<file path="src/rtl/gpc_pkg.sv">
package gpc_pkg;
  localparam int WORD_W = 32;
  localparam int ADDR_W = 12;
  localparam int NUM_CLASSES = 13;

  typedef enum logic [3:0] {
    RC_NONE, RC_LEVEL, RC_DIR, RC_SET, RC_CLR, RC_RISE, RC_FALL,
    RC_BYP, RC_IMSK, RC_ISTS, RC_TYPE, RC_POL, RC_WMSK, RC_WSTS
  } reg_class_e;

  typedef struct packed {
    reg_class_e cls;
    logic [3:0] bank;
  } reg_sel_t;

  // Byte offset of word 0 of each register class
  function automatic logic [ADDR_W-1:0] class_base(input reg_class_e c);
    case (c)
      RC_LEVEL: return 12'h004;
      RC_DIR:   return 12'h01C;
      RC_SET:   return 12'h034;
      RC_CLR:   return 12'h04C;
      RC_RISE:  return 12'h064;
      RC_FALL:  return 12'h07C;
      RC_BYP:   return 12'h094;
      RC_IMSK:  return 12'h0AC;
      RC_ISTS:  return 12'h0C4;
      RC_TYPE:  return 12'h300;
      RC_POL:   return 12'h318;
      RC_WMSK:  return 12'h400;
      RC_WSTS:  return 12'h418;
      default:  return '0;
    endcase
  endfunction

  // Map a byte address to (class, bank); RC_NONE when unmapped
  function automatic reg_sel_t decode_addr(input logic [ADDR_W-1:0] a, input int nbanks);
    reg_sel_t s;
    logic [ADDR_W-1:0] base;
    logic [ADDR_W-1:0] off;
    s.cls  = RC_NONE;
    s.bank = '0;
    for (int c = 1; c <= NUM_CLASSES; c++) begin
      base = class_base(reg_class_e'(4'(c)));
      off  = a - base;
      if (a >= base && off[1:0] == 2'b00 && int'(off[ADDR_W-1:2]) < nbanks) begin
        s.cls  = reg_class_e'(4'(c));
        s.bank = off[5:2];
      end
    end
    return s;
  endfunction

  // Per-bit detection: level mode compares against polarity, edge mode uses enables
  function automatic logic [WORD_W-1:0] event_hits(
    input logic [WORD_W-1:0] cur, input logic [WORD_W-1:0] prev,
    input logic [WORD_W-1:0] lvl_sel, input logic [WORD_W-1:0] act_low,
    input logic [WORD_W-1:0] rise_en, input logic [WORD_W-1:0] fall_en);
    logic [WORD_W-1:0] edges;
    logic [WORD_W-1:0] active;
    edges  = (cur & ~prev & rise_en) | (~cur & prev & fall_en);
    active = cur ^ act_low;
    return (lvl_sel & active) | (~lvl_sel & edges);
  endfunction

  // Sticky status: write-one clears, a new event wins over the clear
  function automatic logic [WORD_W-1:0] sticky_next(
    input logic [WORD_W-1:0] cur, input logic [WORD_W-1:0] hits,
    input logic [WORD_W-1:0] clr);
    return (cur & ~clr) | hits;
  endfunction
endpackage

</file>
<file path="src/rtl/gpc_in_cond.sv">
module gpc_in_cond #(
  parameter int FILT_LEN = 3
) (
  input  logic clk,
  input  logic rst_n,
  input  logic pin,
  input  logic bypass,
  output logic synced,
  output logic cond
);
  localparam int CW = (FILT_LEN > 1) ? $clog2(FILT_LEN) : 1;
  localparam logic [CW-1:0] LAST = CW'(FILT_LEN - 1);

  logic s1_q, s2_q, filt_q;
  logic [CW-1:0] cnt_q;
  logic differs;

  assign differs = (s2_q != filt_q);

  always_ff @(posedge clk or negedge rst_n) begin
    if (!rst_n) begin
      s1_q   <= 1'b0;
      s2_q   <= 1'b0;
      filt_q <= 1'b0;
      cnt_q  <= '0;
    end else begin
      s1_q <= pin;
      s2_q <= s1_q;
      if (bypass) begin
        filt_q <= s2_q;
        cnt_q  <= '0;
      end else if (!differs) begin
        cnt_q <= '0;
      end else if (cnt_q == LAST) begin
        filt_q <= s2_q;
        cnt_q  <= '0;
      end else begin
        cnt_q <= cnt_q + 1'b1;
      end
    end
  end

  assign synced = s2_q;
  assign cond   = bypass ? s2_q : filt_q;

  // with the filter active, the accepted value cannot move before the count completes
  assert_filter_hold_R7: assert property (@(posedge clk) disable iff (!rst_n)
    (!bypass && differs && cnt_q != LAST) |=> $stable(filt_q));
endmodule

</file>
<file path="src/rtl/gpc_bank.sv">
module gpc_bank import gpc_pkg::*; #(
  parameter int FILT_LEN = 3
) (
  input  logic                clk,
  input  logic                rst_n,
  input  logic [WORD_W-1:0]   pins_in,
  input  reg_class_e          wr_cls,
  input  logic [WORD_W-1:0]   wr_data,
  input  reg_class_e          rd_cls,
  output logic [WORD_W-1:0]   rd_data,
  output logic [WORD_W-1:0]   pin_out,
  output logic [WORD_W-1:0]   pin_oe,
  output logic                irq_req,
  output logic                wake_req
);
  logic [WORD_W-1:0] dir_q, out_q, rise_q, fall_q, byp_q, imsk_q;
  logic [WORD_W-1:0] ists_q, typ_q, pol_q, wmsk_q, wsts_q, prev_q;
  logic [WORD_W-1:0] synced_vec, cond_vec, hit_vec, irq_lines;

  for (genvar i = 0; i < WORD_W; i++) begin : g_pin
    gpc_in_cond #(.FILT_LEN(FILT_LEN)) u_cond (
      .clk    (clk),
      .rst_n  (rst_n),
      .pin    (pins_in[i]),
      .bypass (byp_q[i]),
      .synced (synced_vec[i]),
      .cond   (cond_vec[i])
    );
  end

  assign hit_vec = event_hits(cond_vec, prev_q, typ_q, pol_q, rise_q, fall_q);

  always_ff @(posedge clk or negedge rst_n) begin
    if (!rst_n) begin
      dir_q  <= '0; out_q  <= '0; rise_q <= '0; fall_q <= '0;
      byp_q  <= '0; imsk_q <= '0; ists_q <= '0; typ_q  <= '0;
      pol_q  <= '0; wmsk_q <= '0; wsts_q <= '0; prev_q <= '0;
    end else begin
      prev_q <= cond_vec;
      ists_q <= sticky_next(ists_q, hit_vec, (wr_cls == RC_ISTS) ? wr_data : '0);
      wsts_q <= sticky_next(wsts_q, hit_vec & wmsk_q, (wr_cls == RC_WSTS) ? wr_data : '0);
      case (wr_cls)
        RC_DIR:  dir_q  <= wr_data;
        RC_SET:  out_q  <= out_q | wr_data;
        RC_CLR:  out_q  <= out_q & ~wr_data;
        RC_RISE: rise_q <= wr_data;
        RC_FALL: fall_q <= wr_data;
        RC_BYP:  byp_q  <= wr_data;
        RC_IMSK: imsk_q <= wr_data;
        RC_TYPE: typ_q  <= wr_data;
        RC_POL:  pol_q  <= wr_data;
        RC_WMSK: wmsk_q <= wr_data;
        default: ;
      endcase
    end
  end

  always_comb begin
    case (rd_cls)
      RC_LEVEL: rd_data = synced_vec;
      RC_DIR:   rd_data = dir_q;
      RC_RISE:  rd_data = rise_q;
      RC_FALL:  rd_data = fall_q;
      RC_BYP:   rd_data = byp_q;
      RC_IMSK:  rd_data = imsk_q;
      RC_ISTS:  rd_data = ists_q;
      RC_TYPE:  rd_data = typ_q;
      RC_POL:   rd_data = pol_q;
      RC_WMSK:  rd_data = wmsk_q;
      RC_WSTS:  rd_data = wsts_q;
      default:  rd_data = '0;
    endcase
  end

  assign irq_lines = ists_q & imsk_q;
  assign irq_req   = |irq_lines;
  assign wake_req  = |wsts_q;
  assign pin_out   = out_q;
  assign pin_oe    = dir_q;

  assert_dir_oe_R3: assert property (@(posedge clk) disable iff (!rst_n)
    (wr_cls == RC_DIR) |=> (pin_oe == $past(wr_data)));

  assert_set_bits_R4: assert property (@(posedge clk) disable iff (!rst_n)
    (wr_cls == RC_SET) |=> (((pin_out & $past(wr_data)) == $past(wr_data)) &&
                            ((pin_out & ~$past(wr_data)) == ($past(pin_out) & ~$past(wr_data)))));

  assert_clr_bits_R4: assert property (@(posedge clk) disable iff (!rst_n)
    (wr_cls == RC_CLR) |=> (((pin_out & $past(wr_data)) == '0) &&
                            ((pin_out & ~$past(wr_data)) == ($past(pin_out) & ~$past(wr_data)))));

  assert_edge_enabled_R5: assert property (@(posedge clk) disable iff (!rst_n)
    1'b1 |=> ((ists_q & ~$past(ists_q) & ~$past(typ_q) & ~($past(rise_q) | $past(fall_q))) == '0));

  assert_sts_sticky_R8: assert property (@(posedge clk) disable iff (!rst_n)
    (wr_cls != RC_ISTS) |=> ((ists_q & $past(ists_q)) == $past(ists_q)));

  assert_wake_gated_R10: assert property (@(posedge clk) disable iff (!rst_n)
    1'b1 |=> ((wsts_q & ~$past(wsts_q) & ~$past(wmsk_q)) == '0));
endmodule

</file>
<file path="src/rtl/gpio_bank_ctrl.sv">
module gpio_bank_ctrl import gpc_pkg::*; #(
  parameter  int NUM_BANKS = 2,
  parameter  int FILT_LEN  = 3,
  localparam int NUM_PINS  = WORD_W * NUM_BANKS
) (
  input  logic                clk,
  input  logic                rst_n,
  input  logic [ADDR_W-1:0]   bus_addr,
  input  logic                bus_we,
  input  logic [WORD_W-1:0]   bus_wdata,
  output logic [WORD_W-1:0]   bus_rdata,
  input  logic [NUM_PINS-1:0] pin_in,
  output logic [NUM_PINS-1:0] pin_out,
  output logic [NUM_PINS-1:0] pin_oe,
  output logic                irq,
  output logic                wake
);
  reg_sel_t          sel;
  reg_class_e        bank_wr [NUM_BANKS];
  reg_class_e        bank_rdc [NUM_BANKS];
  logic [WORD_W-1:0] bank_rd [NUM_BANKS];
  logic [NUM_BANKS-1:0] irq_vec, wake_vec;
  logic [WORD_W-1:0] rd_or;

  assign sel = decode_addr(bus_addr, NUM_BANKS);

  for (genvar b = 0; b < NUM_BANKS; b++) begin : g_bank
    assign bank_wr[b]  = (bus_we && sel.bank == 4'(b)) ? sel.cls : RC_NONE;
    assign bank_rdc[b] = (sel.bank == 4'(b)) ? sel.cls : RC_NONE;

    gpc_bank #(.FILT_LEN(FILT_LEN)) u_bank (
      .clk      (clk),
      .rst_n    (rst_n),
      .pins_in  (pin_in[b*WORD_W +: WORD_W]),
      .wr_cls   (bank_wr[b]),
      .wr_data  (bus_wdata),
      .rd_cls   (bank_rdc[b]),
      .rd_data  (bank_rd[b]),
      .pin_out  (pin_out[b*WORD_W +: WORD_W]),
      .pin_oe   (pin_oe[b*WORD_W +: WORD_W]),
      .irq_req  (irq_vec[b]),
      .wake_req (wake_vec[b])
    );
  end

  always_comb begin
    rd_or = '0;
    for (int b = 0; b < NUM_BANKS; b++) rd_or = rd_or | bank_rd[b];
  end

  assign bus_rdata = rd_or;
  assign irq       = |irq_vec;
  assign wake      = |wake_vec;

  assert_hidden_reads_zero_R11: assert property (@(posedge clk) disable iff (!rst_n)
    (sel.cls == RC_NONE || sel.cls == RC_SET || sel.cls == RC_CLR) |-> (bus_rdata == '0));

  assert_reset_quiet_R1: assert property (@(posedge clk) disable iff (!rst_n)
    $rose(rst_n) |-> (!irq && !wake && pin_oe == '0));
endmodule

</file>
<file path="config.mk">
export PLATFORM = sky130hd
export DESIGN_NAME = gpio_bank_ctrl
export DESIGN_NICKNAME = d
export VERILOG_FILES = /design/src/rtl/gpc_pkg.sv /design/src/rtl/gpc_in_cond.sv /design/src/rtl/gpc_bank.sv /design/src/rtl/gpio_bank_ctrl.sv
export SDC_FILE = /design/constraint.sdc
export NUM_CORES = 2
export LEC_CHECK = 0
export ABC_CLOCK_PERIOD_IN_PS = 6430
export BUFFER_PORTS_ARGS = -buffer_cell sky130_fd_sc_hd__buf_4
export CELL_PAD_IN_SITES_DETAIL_PLACEMENT = 1
export CELL_PAD_IN_SITES_GLOBAL_PLACEMENT = 1
export CORE_MARGIN = 3
export CORE_UTILIZATION = 52
export CTS_BUF_LIST = sky130_fd_sc_hd__clkbuf_8
export CTS_CLUSTER_DIAMETER = 40
export DETAILED_ROUTE_END_ITERATION = 10
export HOLD_SLACK_MARGIN = 0.1
export PLACE_DENSITY_LB_ADDON = 0.1
export SYNTH_ARGS = -nofsm -noshare
export SYNTH_HDL_FRONTEND = slang
export SYNTH_SLANG_ARGS = --single-unit
</file>
<file path="constraint.sdc">
create_clock -name clk -period 6.43 [get_ports clk]
set_input_delay 0.643 -clock clk [delete_from_list [all_inputs] [get_ports clk]]
set_output_delay 0.643 -clock clk [all_outputs]
set_load 0.01 [all_outputs]
</file>
==> impl_summary.txt <==
----------------------------------------------------
[Route]
  DRT antenna net count ... 0
  Wl on met1 ... 75250 µm
  Ratio of routed vias to standard cells ... 6.619
  Drt wl/cell ... 33.19 µm
  WL met2 ... 85650 µm
  Highest routing layer actually used ... met5
  Routed WL ... 195600 µm
  Length of the first detailed-routing pass in iterations ... 7
  Routed length on met3 ... 19700 µm
  1st-iter DRT viols ... 4593
  Via count ... 39013
  Post-route DRC ... 0

[Pwr]
  Sw Share ... 0.2829
  Internal Pwr Total ... 12520 µW
  Sequential share of power ... 0.479
  Maximum vdd drop ... 0.2264 mV
  Clock share of power ... 0.383
  Leakage power of the design ... 0.02693 µW
  Net Switching ... 4941 µW
  Comb power frac ... 0.138
  Power per Cell Area ... 307.0 mW/mm²

[Synth]
  Synthesized Nets ... 4230
  Syn Inst Count ... 4112
  Portion of the post-synthesis area used by sequential elements ... 0.5626
  Mean instance size in the synthesized netlist ... 11.77 µm²
  Share of async-settable or async-resettable flops after synthesis ... 1.000
  Count of flip-flops with a built-in enable after synthesis ... 0
  Predominant post-synthesis flop cell ... dfrtp_1
  Number of synthesis warnings ... 0
  Post-synthesis sequential element count ... 1088
  Distinct cell type count of the synthesized netlist ... 88
  Syn Std Cell Area ... 0.04840 mm²

[Clocking]
  Clock insertion delay at the later pin of the skew report ... 0.89 ns
  Clock root cell ... clkbuf_8
  H-tree lvl count ... 4
  # clock sinks ... 1088
  TritonCTS buffer count ... 186
  CTS tree ... yes
  Worst-case clock buffer depth ... 3
  Register clock-pin slew on the reported worst setup and hold paths ... 0.06 ns

[Place]
  Buffers added on ports ... 272
  Post-Place Cells ... 5486
  Placement Cell Area ... 0.05224 mm²
  Routability congestion estimate from global placement ... 1.008
  Detailed-placement wirelength estimate ... 128200 µm

[Timing]
  Final period demand of the worst path ... 6.087 ns
  Relative slew margins ... 0.07156
  Setup repair after global routing missed its margin ... no
  Final critical-path share of the clock period ... 0.9467
  Setup Viol. Count Final ... 0
  Maximum operating frequency ... 164.3 MHz
  Final-layout setup total negative slack ... 0 ns
  Hold Vio Cnt, Final ... 0
  Number of pins with negative max-slew slack in the final report ... 0
  Hold Worst Slack ... 0.1561 ns
  Transition at the pin with the smallest max-transition slack ... 1.391 ns
  Max Clock Skew ... 0.04302 ns

[Global routing]
  Gr usage total ... 0.4016
  Number of antenna violations at the first check in global routing ... 9
  Wire length of the first global-routing pass ... 283900 µm
  Via count of the first global-routing pass ... 40425
  Sum of overflow across all layers after global routing ... 0
  Pin count of the biggest net entering global routing ... 189

[Die]
  Effective utilization at floorplan ... 0.5264
  Number of cell rows ... 111
  Horiz. Die Dim ... 311.1 µm
  Chip height ... 311.1 µm
  Placeable core region ... 0.09194 mm²
  Area enclosed by the die boundary ... 0.09677 mm²
  Number of I/O pins ... 273

[Cells and area]
  Layout overhead on the synthesized area ... 17.54%
  Final cell count without fillers ... 5894
  Design area ... 0.05688 mm²
  Net count reported at finish ... 4614
  Layout cells sized above 1 ... 0.2983

[Setup path]
  Worst r2r src ... g_bank[1].u_bank.byp_q[28]$_DFFE_PN0N_
  Critical path origin ... bus_addr[4]
  WP data arrival ... 5.44 ns
  Sort of element at the end of the critical path ... primary output
  Startpoint type of the worst setup path ... input port
  Type of the worst setup path ... in -> out
  WP data required ... 5.79 ns
  Maximum fanout encountered on the critical timing path ... 31

[Outcome]
  Status ... finished clean

[Min path]
  Start point of the worst min-delay path ... bus_wdata[25]
  Worst hold path type ... in -> reg

[Flow run]
  Number of maximum-capacitance constraint violations ... 0

----------------------------------------------------
final cells by class:
type	count	area (µm²)
diodes	4	10.01
inverters	107	401.6
clock buffers	236	3248
multi-input cells	2664	19970
well taps	1243	1555
repair buffers	449	3736
clock inverters	103	739.5
fillers	9312	35060
flip-flops and latches	1088	27230
layer usage:
metal  track usage  up-vias
met5      0.002470        -
met4        0.2525        8
met3        0.1044      747
met2        0.6014     2269
met1        0.5228    20262
li1              -    15727
placed cells by master, fill, tap and decap left out, types with 11 or more instances in the layout:
cell / instances
dfrtp_1: 1088
mux2_2: 628
nand2_1: 435
buf_4: 367
a21oi_1: 273
clkbuf_8: 236
nor2_1: 211
inv_1: 162
xnor2_1: 100
a22o_1: 89
a221oi_1: 86
or3_1: 78
o22ai_1: 70
mux2i_1: 66
dlygate4sd3_1: 65
a22oi_1: 55
o21ai_0: 45
nand3_1: 44
a21o_1: 37
xor2_1: 35
a222oi_1: 34
mux2_4: 30
nand4_1: 28
a221o_1: 27
o2bb2ai_1: 26
clkinv_2: 25
nor4_1: 24
and3_1: 18
o211ai_1: 16
nor3_1: 15
buf_12: 15
a31oi_1: 14
a32oi_1: 11
path summary, 6_finish.rpt:
check	cells after the start	to	slack [ns]
min	2	register	0.16
min reg2reg	0	g_bank[0].u_bank.g_pin[22].u_cond.synced$_DFF_PN0_	0.34
max in group asynchronous	3	g_bank[0].u_bank.g_pin[17].u_cond.s1_q$_DFF_PN0_	4.36
max reg2reg	5	g_bank[1].u_bank.wsts_q[28]$_DFF_PN0_	4.55
max	13	bus_rdata[9]	0.34
min in group asynchronous	2	g_bank[1].u_bank.g_pin[28].u_cond.s1_q$_DFF_PN0_	0.38
what timing repair did:
item | CTS | global route
hold buffers | 65 | 0
buffers inserted | 0 | 0
endpoints found under the hold margin | 144 | 0
setup endpoints to repair | 0 | 4
resized for setup | 0 | 1
metrics by stage:
step / util / setup slack, ns / power (µW)
2_1_floorplan: - / 0.5749 / 9911
3_3_place_gp: 0.5679 / 0.4643 / 10620
3_5_place_dp: 0.5681 / 0.3207 / 10800
4_1_cts: 0.6186 / 0.2893 / 17520
5_1_grt: 0.6187 / 0.2792 / 18240
6_report: 0.6187 / 0.3429 / 17460
sequential cells by signal (all words and copies together) (netlist names), named ones only:
name / flops
g_bank.u_bank.typ_q: 64
g_bank.u_bank.wsts_q: 64
g_bank.u_bank.ists_q: 64
g_bank.u_bank.byp_q: 64
g_bank.u_bank.g_pin.u_cond.synced: 64
g_bank.u_bank.prev_q: 64
g_bank.u_bank.g_pin.u_cond.s1_q: 64
g_bank.u_bank.rise_q: 64
g_bank.u_bank.wmsk_q: 64
g_bank.u_bank.pol_q: 64
g_bank.u_bank.pin_oe: 64
g_bank.u_bank.imsk_q: 64
g_bank.u_bank.fall_q: 64
g_bank.u_bank.g_pin.u_cond.filt_q: 64
g_bank.u_bank.g_pin.u_cond.cnt_q: 128
power groups by stage:
stage	Sequential [µW]	Combinational (µW)	Clock [µW]
2_1_floorplan	8230	1680	0
4_1_cts	8350	2420	6750
3_5_place_dp	8440	2350	0
6_report	8360	2420	6690
3_3_place_gp	8380	2240	0
5_1_grt	8450	2680	7110
synthesized netlist by cell type, types with 37 or more instances:
master | n | share of area
dfrtp_1 | 1088 | 0.56
inv_1 | 107 | 0.0083
or3_1 | 78 | 0.010
nand3_1 | 51 | 0.0053
mux2i_1 | 66 | 0.014
a21o_1 | 37 | 0.0057
a22o_1 | 89 | 0.016
nor2_1 | 220 | 0.017
a22oi_1 | 55 | 0.0085
mux2_2 | 628 | 0.15
a221oi_1 | 86 | 0.016
o21ai_0 | 45 | 0.0047
o22ai_1 | 70 | 0.0090
clkbuf_1 | 198 | 0.015
nand2_1 | 439 | 0.034
xnor2_1 | 100 | 0.018
a21oi_1 | 274 | 0.028
worst max-delay path: stages:
cell       delay (ns)
buf_4            0.29
ha_1             0.41
or4bb_1          0.51
o221a_2          0.16
a211oi_4         0.29
or3_1            0.41
nor3_2           0.14
nor2_2           1.08
o21ai_0          0.36
a31oi_1          0.25
and3_1           0.18
o2111ai_1        0.39
buf_4            0.32
cells by family (layout without fill, tap and decap cells):
group	Yosys count	in the layout	synth area share
AO/OA/AOI/OAI	849	849	0.1240
XOR/XNOR	135	135	0.02443
adder cells (fa/ha/maj)	7	7	0.001810
buffers and inverters	360	895	0.02898
flip-flops	1088	1088	0.5626
multiplexers	725	725	0.1693
other	0	4	0
AND/OR/NAND/NOR	948	948	0.08891
Power figures use the tool's default switching activity.
